## src/rtl/imp_cal_pkg.sv

```systemverilog
package imp_cal_pkg;
   localparam int TG_DATA     = 0;
   localparam int TG_BWRITE   = 1;
   localparam int TG_CLOCK    = 2;
   localparam int TERM_GROUPS = 3;

   typedef enum logic [1:0] {
      STEP_HOLD = 2'd0,
      STEP_UP   = 2'd1,
      STEP_DOWN = 2'd2
   } step_e;
endpackage

```

## src/rtl/cal_tick_gen.sv

```systemverilog
module cal_tick_gen #(
   parameter int PERIOD = 1024
) (
   input  logic clk,
   input  logic rst_n,
   output logic tick
);
   localparam int CNT_W = (PERIOD > 2) ? $clog2(PERIOD) : 1;
   localparam logic [CNT_W-1:0] LAST = CNT_W'(PERIOD - 1);

   if (PERIOD < 2) begin : g_bad_period
      $error("cal_tick_gen: PERIOD must be at least 2");
   end

   logic [CNT_W-1:0] cnt_q;
   logic             wrap;

   assign wrap = (cnt_q == LAST);

   always_ff @(posedge clk) begin
      if (!rst_n) begin
         cnt_q <= '0;
         tick  <= 1'b0;
      end else begin
         cnt_q <= wrap ? '0 : cnt_q + 1'b1;
         tick  <= wrap;
      end
   end
endmodule

```

## src/rtl/cal_handshake.sv

```systemverilog
module cal_handshake
   import imp_cal_pkg::*;
(
   input  logic  clk,
   input  logic  rst_n,
   input  logic  eval_req,
   input  logic  cmp_valid,
   input  logic  cmp_up,
   output step_e step
);
   logic pending_q;
   logic accept;

   assign accept = cmp_valid && pending_q;

   always_comb begin
      step = STEP_HOLD;
      if (accept) begin
         step = cmp_up ? STEP_UP : STEP_DOWN;
      end
   end

   always_ff @(posedge clk) begin
      if (!rst_n) begin
         pending_q <= 1'b0;
      end else if (eval_req) begin
         pending_q <= 1'b1;
      end else if (accept) begin
         pending_q <= 1'b0;
      end
   end
endmodule

```

## src/rtl/cal_code_reg.sv

```systemverilog
module cal_code_reg
   import imp_cal_pkg::*;
#(
   parameter int CODE_W = 6
) (
   input  logic              clk,
   input  logic              rst_n,
   input  step_e             step,
   output logic [CODE_W-1:0] drv_q,
   output logic [CODE_W-1:0] trm_q
);
   localparam logic [CODE_W-1:0] MID  = CODE_W'(1) << (CODE_W - 1);
   localparam logic [CODE_W-1:0] CMAX = {CODE_W{1'b1}};
   localparam logic [CODE_W-1:0] CMIN = {CODE_W{1'b0}};

   if (CODE_W < 2) begin : g_bad_width
      $error("cal_code_reg: CODE_W must be at least 2");
   end

   logic [CODE_W-1:0] nxt;

   always_comb begin
      nxt = drv_q;
      case (step)
         STEP_UP:   if (drv_q != CMAX) nxt = drv_q + 1'b1;
         STEP_DOWN: if (drv_q != CMIN) nxt = drv_q - 1'b1;
         default:   nxt = drv_q;
      endcase
   end

   always_ff @(posedge clk) begin
      if (!rst_n) begin
         drv_q <= MID;
         trm_q <= MID;
      end else begin
         drv_q <= nxt;
         trm_q <= nxt;
      end
   end
endmodule

```

## src/rtl/cal_term_gate.sv

```systemverilog
module cal_term_gate
   import imp_cal_pkg::*;
#(
   parameter bit REG_EN = 1'b1
) (
   input  logic                   clk,
   input  logic                   rst_n,
   input  logic                   odt_req,
   output logic [TERM_GROUPS-1:0] term_en
);
   if (REG_EN) begin : g_reg
      always_ff @(posedge clk) begin
         if (!rst_n) term_en <= '0;
         else        term_en <= {TERM_GROUPS{odt_req}};
      end
   end else begin : g_comb
      assign term_en = rst_n ? {TERM_GROUPS{odt_req}} : '0;
   end
endmodule

```

## src/rtl/imp_cal_ctrl.sv

```systemverilog
module imp_cal_ctrl
   import imp_cal_pkg::*;
#(
   parameter int PERIOD = 1024,
   parameter int CODE_W = 6,
   parameter bit REG_EN = 1'b1
) (
   input  logic                   clk,
   input  logic                   rst_n,
   input  logic                   odt_req,
   input  logic                   cmp_valid,
   input  logic                   cmp_up,
   output logic                   eval_req,
   output logic [CODE_W-1:0]      drv_code,
   output logic [CODE_W-1:0]      term_code,
   output logic [TERM_GROUPS-1:0] term_en
);
   step_e step;

   cal_tick_gen #(.PERIOD(PERIOD)) u_tick (
      .clk   (clk),
      .rst_n (rst_n),
      .tick  (eval_req)
   );

   cal_handshake u_hs (
      .clk       (clk),
      .rst_n     (rst_n),
      .eval_req  (eval_req),
      .cmp_valid (cmp_valid),
      .cmp_up    (cmp_up),
      .step      (step)
   );

   cal_code_reg #(.CODE_W(CODE_W)) u_code (
      .clk   (clk),
      .rst_n (rst_n),
      .step  (step),
      .drv_q (drv_code),
      .trm_q (term_code)
   );

   cal_term_gate #(.REG_EN(REG_EN)) u_term (
      .clk     (clk),
      .rst_n   (rst_n),
      .odt_req (odt_req),
      .term_en (term_en)
   );
endmodule

```

## config.mk

```make
export PLATFORM = sky130hd
export DESIGN_NAME = imp_cal_ctrl
export DESIGN_NICKNAME = d
export VERILOG_FILES = /design/src/rtl/imp_cal_pkg.sv /design/src/rtl/cal_tick_gen.sv /design/src/rtl/cal_handshake.sv /design/src/rtl/cal_code_reg.sv /design/src/rtl/cal_term_gate.sv /design/src/rtl/imp_cal_ctrl.sv
export SDC_FILE = /design/constraint.sdc
export NUM_CORES = 1
export LEC_CHECK = 0
export ABC_AREA = 1
export CAP_MARGIN = 10
export CELL_PAD_IN_SITES_DETAIL_PLACEMENT = 1
export CELL_PAD_IN_SITES_GLOBAL_PLACEMENT = 1
export CORE_UTILIZATION = 47
export DETAILED_ROUTE_END_ITERATION = 10
export DONT_BUFFER_PORTS = 1
export PLACE_DENSITY_LB_ADDON = 0.1
export SYNTH_ARGS = -nofsm -noshare
export SYNTH_HDL_FRONTEND = slang
export SYNTH_HIERARCHICAL = 1
export SYNTH_SLANG_ARGS = --single-unit
```

## constraint.sdc

```tcl
create_clock -name clk -period 4 [get_ports clk]
set_input_delay 0.6 -clock clk [delete_from_list [all_inputs] [get_ports clk]]
set_output_delay 0.6 -clock clk [all_outputs]
set_load 0.005 [all_outputs]
```

==> summary by stage <==
Outcome
The run finished with clean final reports.

Power and ir drop
The power density over the cells is approximately 270 nW/um2. The overall power after layout is between 300 and 400 uW. The static leakage is 0.000480 uW. Across the VDD grid, the largest voltage drop is 0.160 mV.

Placement
The HPWL after detailed placement is 1.83 mm. The number of placed cells counting well taps is roughly 180. At the end of routability-driven placement, the weighted congestion stood at 0.821.

The placed cell area is roughly 1100 um2. Buffers placed on the I/O ports in this run total 0.

STA
Setup repair after global routing left no endpoint under its margin. After layout, the minimum clock period comes to around 1.9 ns. At the pin with the least slew margin, the transition time is 0.350 ns. Summed over all failing endpoints, the final setup total negative slack is 0 ns. The final setup violation count is 0.

The ratio of final minimum period to clock period is 0.481. The final setup skew is ~0.0018 ns. The number of endpoints with negative hold slack in the final report is 0. The worst pin sits at a relative slew slack of 0.766. The number of slew-limit violations in the final report is 0. Based on the critical path, the design can be clocked at up to 520 MHz.

Synthesis
In this run, synthesis produced a sequential element count of 19. The post-synth net total is 169. The largest total area in the synthesized netlist belongs to sky130_fd_sc_hd__dfxtp_1.

The fraction of registers with async set/reset is 0. The most frequent cell after synthesis is sky130_fd_sc_hd__nand2_1. Sorting the synthesized cells by how often they occur yields sky130_fd_sc_hd__nand2_1 (37), sky130_fd_sc_hd__inv_1 (22), sky130_fd_sc_hd__dfxtp_1 (19), sky130_fd_sc_hd__nor2_1 (15), sky130_fd_sc_hd__nand3_1 (11).

The number of cells produced by synthesis is roughly 160. The sequential area share after synthesis is 0.333. Counting flops with a built-in enable in the synthesized netlist gives 0.

In the synthesized netlist the dominant register cell turns out to be sky130_fd_sc_hd__dfxtp_1. The cell area that synthesis handed to floorplanning was 1140 um2. Of the post-synthesis cell area, the dominant cell type holds 0.333.

In this run, distinct cell masters in the synthesized netlist total 24. The average instance in the mapped netlist occupies between 7 and 8 um2. The number of warnings reported in the yosys synthesis log is 6. Sorting the synthesized cells by area gives the leading types as sky130_fd_sc_hd__dfxtp_1 (33%), sky130_fd_sc_hd__nand2_1 (12%), sky130_fd_sc_hd__inv_1 (7.2%), sky130_fd_sc_hd__buf_4 (5.3%), sky130_fd_sc_hd__nor2_1 (4.9%).

Layout
The final net count is around 170. Summing all multi-input logic gate instances after layout gives a little over 600 um2. The final instance count without filler cells is 186. The count of inserted antenna diode cells is 0. Relative to the synthesized area, the layout overhead comes to 0.220%. The final instance area is 1140 um2. Across the whole layout, storage elements account for around 380 um2. Of the cells placed in the final design, the portion with a size suffix greater than 1 is 0.158. Counting the fill cells in the layout gives 314.

Clock tree
After clock tree synthesis, the flow added hold-fix buffers numbering 0. Buffers added to address setup during post-CTS repair amount to 0. In this run the number of H-tree levels came out at 1. The maximum clock insertion buffer count is 2. The CTS tree is built.

The number of buffers added by the clock tree synthesis step is 3. The CTS root buffer is sky130_fd_sc_hd__clkbuf_4. The later-pin clock latency in the skew report is 0.31 ns. The clock transition at the register clock pins on the worst setup and hold paths after CTS is ~0.12 ns.

The post-cts gate resize count is 0. The clock sink count is 19.

Critical path
The critical path is of the register to register type. The type of destination of the critical path is a register. The element type at the critical path start is a register. Of all nets on the critical path, the largest fanout is 5. Setup slack on the worst reg-to-reg path comes out at 2.08 ns. At the worst endpoint, the arrival time is 2.15 ns. The signal on the critical path passes through nand2_1, nor2_1, inv_2, nand2_2, nand2_1, nand2_1, inv_1, ha_1, inv_1, nand2_1, nand2_1, nand2_1, nand2_1, nand3_1, nand3_1, inv_1. The number of buffers and inverters on the critical path is 4.

The most frequent cell on the critical path is sky130_fd_sc_hd__nand2_1. Counting buffers and inverters, the worst setup path is 16 cells deep. For the worst flop-to-flop path, the logic depth is 16. In this design, the stage delay of the slowest critical-path cell is 0.35 ns. The endpoint required time on the critical path is 4.23 ns.

The top cell family by delay on the critical path is simple AND/OR/NAND/NOR gates. The cell at the slowest stage of the critical path is sky130_fd_sc_hd__dfxtp_1.

Floorplan
The floorplan step defined a die boundary enclosing between 2000 and 3000 um2. The horizontal die dimension is 51.3 um. The placement row count is 17. The area inside the core boundary is 2250 um2. The number of placed I/O pins is 21. The initial core utilization is 0.506. The die is 51.3 um tall.

Min path
Along the worst hold path, the cell count comes to 1. In this run the worst hold path is classified as primary input to register.

Route
The number of DRC markers in iteration 0 is 8. The via count is 925. After detailed routing, the total wire length is 2.34 mm. The number of remaining DRC errors is 0.

Using the TritonRoute via totals, the vias-per-cell ratio works out to around 5.0. The detail route stage leaves a number of antenna-violating nets equal to 0. The first-pass iteration count of the detailed router is 4. The average routed wire per standard cell is roughly 13 um.

GRT
The number of antenna violations at the first check in global routing is 0. The overall global routing resource usage is 0.213. The first global-routing pass estimated around 4.1 mm of wire. Entering global routing, the biggest net connects 12 pins.

The via count of the first global-routing pass is 969. The total overflow left after global routing is 0.

Run
The tool flagged a number of max-cap violations equal to 0.
==> layer usage <==
| layer | share of wire | vias to the layer above | GRT usage |
|---|---|---|---|
| met5 | 0 | - | 0 |
| met4 | 0.015 | 0 | 0.0811 |
| met3 | 0.039 | 5 | 0.0446 |
| met2 | 0.43 | 21 | 0.333 |
| met1 | 0.51 | 412 | 0.284 |
| li1 | - | 487 | - |
==> kinds of logic after synthesis <==
| family | after synthesis | share of synthesized area |
|---|---|---|
| adder cells (fa/ha/maj) | 2 | 0.0219 |
| XOR/XNOR | 7 | 0.0537 |
| flip-flops | 19 | 0.333 |
| AO/OA/AOI/OAI | 15 | 0.0713 |
| buffers and inverters | 32 | 0.132 |
| AND/OR/NAND/NOR | 87 | 0.388 |
==> worst register-to-register path, cell delays in order, from the launching register on <==
cell	delay (ns)
sky130_fd_sc_hd__dfxtp_1	0.35
sky130_fd_sc_hd__nand2_1	0.07
sky130_fd_sc_hd__nor2_1	0.27
sky130_fd_sc_hd__inv_2	0.10
sky130_fd_sc_hd__nand2_2	0.14
sky130_fd_sc_hd__nand2_1	0.10
sky130_fd_sc_hd__nand2_1	0.07
sky130_fd_sc_hd__inv_1	0.04
sky130_fd_sc_hd__ha_1	0.16
sky130_fd_sc_hd__inv_1	0.05
sky130_fd_sc_hd__nand2_1	0.08
sky130_fd_sc_hd__nand2_1	0.10
sky130_fd_sc_hd__nand2_1	0.05
sky130_fd_sc_hd__nand2_1	0.06
sky130_fd_sc_hd__nand3_1	0.08
sky130_fd_sc_hd__nand3_1	0.07
sky130_fd_sc_hd__inv_1	0.04
==> path summary, 6_finish.rpt <==
path	start	to
worst max-delay path	u_hs/pending_q	u_code/trm_q[4]
worst min-delay path	rst_n	u_code/trm_q[5]
worst max register to register	u_hs/pending_q	u_code/trm_q[4]
worst min register to register	u_tick/cnt_q[0]	u_tick/cnt_q[0]
==> sequential cells by signal, indices dropped and copies added (netlist names) <==
register	count
u_code/trm_q	6
u_hs/pending_q	1
u_term/term_en	1
u_tick/cnt_q	10
u_tick/tick	1
==> layout by cell type, fill, tap and decap left out, drive strengths merged, types with 2 or more instances in the layout <==
cell type / count
nand2: 44
inv: 24
nor2: 22
dfxtp: 19
nand3: 14
o21ai: 7
a21oi: 7
xnor2: 4
clkbuf: 3
nand4: 3
xor2: 3
or2: 2
ha: 2
nand3b: 2
==> report_power, final <==
part | switching [uW] | internal [uW]
sequential | 3.26 | 192
combinational | 5.47 | 3.68
clock | 66.7 | 37.4
total | 75.4 | 233
==> cell type report <==
type,count,share of cell area
Sequential cell,19,0.333
Tap cell,28,0.0306
Inverter,24,0.0788
Clock buffer,3,0.0197
Clock inverter,1,0.00438
Multi-Input combinational cell,111,0.534
==> metrics by stage <==
stage	worst slack [ns]	utilization	hold WS [ns]
after floorplan	2.01	-	0.430
after global placement	1.86	0.495	0.441
after detailed placement	1.80	0.495	0.459
after CTS	2.05	0.507	0.345
after global routing	1.86	0.507	0.335
final	2.08	0.507	0.351
(Power assumes the default switching activity.)
